$ cat src/rtl/modseq_pkg.sv
package modseq_pkg;
  typedef struct packed {
    logic load0;
    logic step;
  } seqCtl_t;
endpackage

$ cat src/rtl/modseq_ctrl.sv
module modseq_ctrl #(
  parameter int unsigned MODP = 17,
  localparam int unsigned IW = $clog2(MODP) + 1
) (
  input  logic clk,
  input  logic rst,
  input  logic advance,
  output modseq_pkg::seqCtl_t ctl,
  output logic restart
);
  logic [IW-1:0] stepIdx;
  logic lastStep;

  assign lastStep  = (stepIdx == IW'(MODP - 1));
  assign ctl.load0 = rst;
  assign ctl.step  = advance & ~rst;

  always_ff @(posedge clk) begin
    if (rst) begin
      stepIdx <= '0;
      restart <= 1'b0;
    end else begin
      restart <= advance & lastStep;
      if (advance) stepIdx <= lastStep ? '0 : stepIdx + 1'b1;
    end
  end


  idx_hold_chk: assert property (@(posedge clk) disable iff (rst)
    !advance |=> $stable(stepIdx));

  restart_src_chk: assert property (@(posedge clk) disable iff (rst)
    restart |-> stepIdx == '0);

  idx_range_chk: assert property (@(posedge clk) disable iff (rst)
    stepIdx < IW'(MODP));
endmodule

$ cat src/rtl/modseq_dp.sv
module modseq_dp #(
  parameter int unsigned STRIDE = 7,
  parameter int unsigned MODP = 17,
  localparam int unsigned VW = $clog2(MODP) + 1
) (
  input  logic clk,
  input  modseq_pkg::seqCtl_t ctl,
  output logic [VW-1:0] seqVal
);
  logic [VW-1:0] rawSum;
  logic [VW-1:0] nextVal;

  assign rawSum  = seqVal + VW'(STRIDE);
  assign nextVal = (rawSum >= VW'(MODP)) ? rawSum - VW'(MODP) : rawSum;

  always_ff @(posedge clk) begin
    if (ctl.load0) seqVal <= '0;
    else if (ctl.step) seqVal <= nextVal;
  end


  val_range_chk: assert property (@(posedge clk) disable iff (ctl.load0)
    seqVal < VW'(MODP));

  step_chk: assert property (@(posedge clk) disable iff (ctl.load0)
    ctl.step |=> (seqVal == (($past(seqVal) + VW'(STRIDE)) % VW'(MODP))));
endmodule

$ cat src/rtl/modseq_top.sv
module modseq_top #(
  parameter int unsigned STRIDE = 7,
  parameter int unsigned MODP = 17,
  localparam int unsigned VW = $clog2(MODP) + 1
) (
  input  logic clk,
  input  logic rst,
  input  logic advance,
  output logic [VW-1:0] seqVal,
  output logic restart
);
  modseq_pkg::seqCtl_t ctl;

  if (STRIDE >= MODP || STRIDE == 0) begin : g_badParam
    initial $fatal(1, "stride must be in 1..modulus-1");
  end

  modseq_ctrl #(.MODP(MODP)) u_ctrl (
    .clk(clk), .rst(rst), .advance(advance), .ctl(ctl), .restart(restart));

  modseq_dp #(.STRIDE(STRIDE), .MODP(MODP)) u_dp (
    .clk(clk), .ctl(ctl), .seqVal(seqVal));


  restart_zero_chk: assert property (@(posedge clk) disable iff (rst)
    restart |-> seqVal == '0);

  val_hold_chk: assert property (@(posedge clk) disable iff (rst)
    !advance |=> $stable(seqVal) && !restart);
endmodule

$ cat config.mk
export PLATFORM = sky130hd
export DESIGN_NAME = modseq_top
export DESIGN_NICKNAME = d
export VERILOG_FILES = /design/src/rtl/modseq_pkg.sv /design/src/rtl/modseq_ctrl.sv /design/src/rtl/modseq_dp.sv /design/src/rtl/modseq_top.sv
export SDC_FILE = /design/constraint.sdc
export NUM_CORES = 1
export LEC_CHECK = 0
export BUFFER_PORTS_ARGS = -buffer_cell sky130_fd_sc_hd__buf_2
export CELL_PAD_IN_SITES_DETAIL_PLACEMENT = 1
export CELL_PAD_IN_SITES_GLOBAL_PLACEMENT = 1
export CORE_MARGIN = 5
export CORE_UTILIZATION = 43
export DETAILED_ROUTE_END_ITERATION = 8
export PLACE_DENSITY = 0.76
export SETUP_SLACK_MARGIN = 0.3
export SLEW_MARGIN = 10
export SYNTH_ARGS = -nofsm -noshare
export SYNTH_HDL_FRONTEND = slang
export SYNTH_HIERARCHICAL = 1
export SYNTH_SLANG_ARGS = --single-unit
$ cat constraint.sdc
create_clock -name clk -period 2.26 [get_ports clk]
set_input_delay 0.339 -clock clk [delete_from_list [all_inputs] [get_ports clk]]
set_output_delay 0.339 -clock clk [all_outputs]
set_load 0.03 [all_outputs]
==> reports/qor.yml <==
outcome:
  status: "finished clean"
clocking:
  clk_path_buf_depth: 2
  cts_tree: "built"
  numCtsBuffers: 3
  clock-sinks: 13
  htreeDepth: 1
  cts_root_buf: "clkbuf_4"
  clkLatencyLatePin_ns: 0.28
  clkTransAtPathRegs_ns: 0.08
  hold_buffers: 0
sta:
  fin_ws_ns: 0.382
  min_period_ns: 1.88
  hold_viol_final: 0
  skew_ns: 0.00717
  setup_viol: 0
  relSlewSlack_pct: 72.9
  fin_crit_sh_pct: 83.1
  setup_tns_ns: 0
  tightest_slew_ns: 0.401
  report.final.slew_viol_count: 0
  rsz0062_at_grt: "no"
  fmax_mhz: 532
power:
  peakVddDrop_mv: 0.370
  power_density_nw_per_um2: 603
  p_total_mw: 0.691
  share_seq_of_total_power_pct: 41.3
  swShare_pct: 37.3
  p_int_mw: 0.434
  p_leak_nw: 0.450
  combPwrFrac_pct: 37.6
  clkPwrFrac_pct: 21.1
  p_switching_mw: 0.258
hold_path:
  holdCritStartpoint: "rst"
  hold_path_end: "u_ctrl/stepIdx[1]$_SDFFE_PP0P_"
  hp-class: "primary input to flop"
  worstHoldPathCells: 2
synth:
  netlist_instances: 105
  async_flop_share_pct: 0
  synth-edff-count: 0
  syn_area_um2: 945
  synth_cell_types: 41
  ys.flop_type: "dfxtp_1"
  ys_seq_area_share_pct: 27.5
  synth_fp_nets: 113
  yosys_warnings: 6
  ys_ff_latch: 13
  avgSynthCellArea_um2: 9.00
placement:
  gp_routability_congestion: 0.750
  portBuffers: 9
  place_ws_ns: 0.149
  dp_hpwl_mm: 1.60
cells_and_area:
  mostFrequentLayoutCells: "12 x buf_4, 12 x nor2_1, 9 x buf_2, 9 x dfxtp_1, 6 x xnor2_1"
  nets: 134
  antenna_cells: 0
  area_growth_pct: 21.5
  final_layout_size_suffix_gt1_share_pct: 35.2
setup_path:
  critPathSlowestCell: "or4b_1"
  crit_chain: "inv_4, ha_4, buf_4, a211oi_4, a211oi_1, a311oi_2, or4b_1, o311ai_1"
  worstPathRequired_ns: 2.43
  cp_max_fo: 6
  end_kind: "flop"
  cp_data_arrival_time_ns: 2.05
  start_kind: "flop"
  rr_worst_depth: 8
  max_stage_delay_ns: 0.48
  reg2reg_slack_ns: 0.38
  reg2reg_from: "u_dp/seqVal[0]$_SDFFE_PP0P_"
  reg2reg_to: "u_dp/seqVal[2]$_SDFFE_PP0P_"
  path_class: "flop to flop"
routing:
  vias: 852
  wl_per_cell_um: 15.9
  drt-total-wl_mm: 2.43
  ant_nets: 0
  firstDrtPassIters: 4
  drtIter0Drc: 10
  route.detailed.drc: 0
  via_per_inst: 5.57
global_routing:
  gr-usage-all-layers_pct: 15.5
  grt_max_degree: 17
  overflow: 0
  gr-usage-met2_pct: 26.6
  grt-busiest-layer: "met2"
  antenna_found_initial: 0
  grt_pass1_vias: 830
  grt_util_met1_pct: 17.9
  grt.met3_usage_pct: 4.83
  grt_pass1_wl_mm: 3.91
job:
  maxCapViolCount: 0
floorplanning:
  dieWidth_um: 56.9
  initial_core_util_pct: 44.0
  die_h_um: 56.9
  die_area_um2: 3230
  core_um2: 2150
  pin_count: 10
  rows: 17
power groups by stage:
| stage | logic [mW] | registers (mW) | clock network (mW) |
|---|---|---|---|
| floorplan | 0.154 | 0.293 | 0 |
| global placement | 0.200 | 0.283 | 0 |
| detailed placement | 0.207 | 0.285 | 0 |
| CTS | 0.213 | 0.283 | 0.150 |
| global route | 0.282 | 0.290 | 0.168 |
| finish | 0.260 | 0.285 | 0.146 |
kinds of logic after synthesis:
logic type	share of synthesized area, %
AOI/OAI and AO/OA	20.1
muxes	2.12
and+or+nand+nor	22.0
buffers and inverters	9.40
DFF	27.5
adders and majority gates	6.62
xor gates and xnor gates	12.2
timing repair:
action	4_1_cts	5_1_grt
resized for setup	4	10
buffers inserted	1	9
pin swaps	1	6
setup endpoints to repair	1	3
critical path: cells and delay by family (launching register included):
family	cells	cell delay, ns
adder cells (fa/ha/maj)	1	0.16
buffers and inverters	2	0.21
flip-flops	1	0.38
AO/OA/AOI/OAI	4	0.53
AND/OR/NAND/NOR	1	0.48
worst max-delay path by stage:
stage / startpoint / to
finish: u_dp/seqVal[0]$_SDFFE_PP0P_ / u_dp/seqVal[2]$_SDFFE_PP0P_
global route: u_dp/seqVal[3]$_SDFFE_PP0P_ / u_dp/seqVal[2]$_SDFFE_PP0P_
CTS: u_dp/seqVal[0]$_SDFFE_PP0P_ / u_dp/seqVal[2]$_SDFFE_PP0P_
detailed placement: u_dp/seqVal[1]$_SDFFE_PP0P_ / u_dp/seqVal[2]$_SDFFE_PP0P_
global placement: u_dp/seqVal[0]$_SDFFE_PP0P_ / u_dp/seqVal[2]$_SDFFE_PP0P_
floorplan: u_dp/seqVal[0]$_SDFFE_PP0P_ / u_dp/seqVal[2]$_SDFFE_PP0P_
routing by layer:
metal	wire, µm	share of wire, %
met4	76	3.1
met5	0	0
met2	1190	49
met1	1080	44
met3	87	3.6
cell usage after synthesis (2+ instances only):
| master | count | share of area [%] |
|---|---|---|
| dlygate4sd1_1 | 2 | 1.9 |
| buf_6 | 3 | 3.6 |
| nand4_1 | 2 | 1.3 |
| nor2b_1 | 2 | 1.3 |
| or3_1 | 2 | 1.3 |
| o21ai_0 | 5 | 2.6 |
| dfxtp_1 | 13 | 28 |
| nand2_1 | 3 | 1.2 |
| nor2_1 | 12 | 4.8 |
| o211ai_1 | 2 | 1.6 |
| o21ai_1 | 3 | 1.6 |
| xnor2_1 | 6 | 5.6 |
| nand3_1 | 3 | 1.6 |
| a21oi_1 | 4 | 2.1 |
| o311ai_1 | 2 | 1.9 |
| a211oi_1 | 2 | 1.6 |
| xor2_1 | 4 | 3.7 |
| ha_1 | 5 | 6.6 |
| mux2i_1 | 2 | 2.1 |
| inv_1 | 7 | 2.8 |
metrics by stage:
stage          area (µm²)  std cells  hold slack [ns]  util (%)
2_1_floorplan         960        105            0.408         -
3_3_place_gp         1000        139            0.478      46.7
3_5_place_dp         1000        139            0.494      46.7
4_1_cts              1040        144            0.403      48.6
5_1_grt              1150        153            0.400      53.4
6_report             1150        153            0.396      53.4
layout make-up:
cell class | count | area, µm²
Multi-Input combinational cell | 78 | 641
Timing Repair Buffer | 22 | 140
Tap cell | 28 | 35.0
Clock buffer | 4 | 26.3
Inverter | 8 | 35.0
Fill cell | 263 | 1000
Sequential cell | 13 | 270
state kept, by name, indices dropped and copies added, names as in the netlist:
signal,flops
u_ctrl/restart,1
u_ctrl/stepIdx,6
u_dp/seqVal,6
No activity file was read; power rests on OpenSTA's default activity.
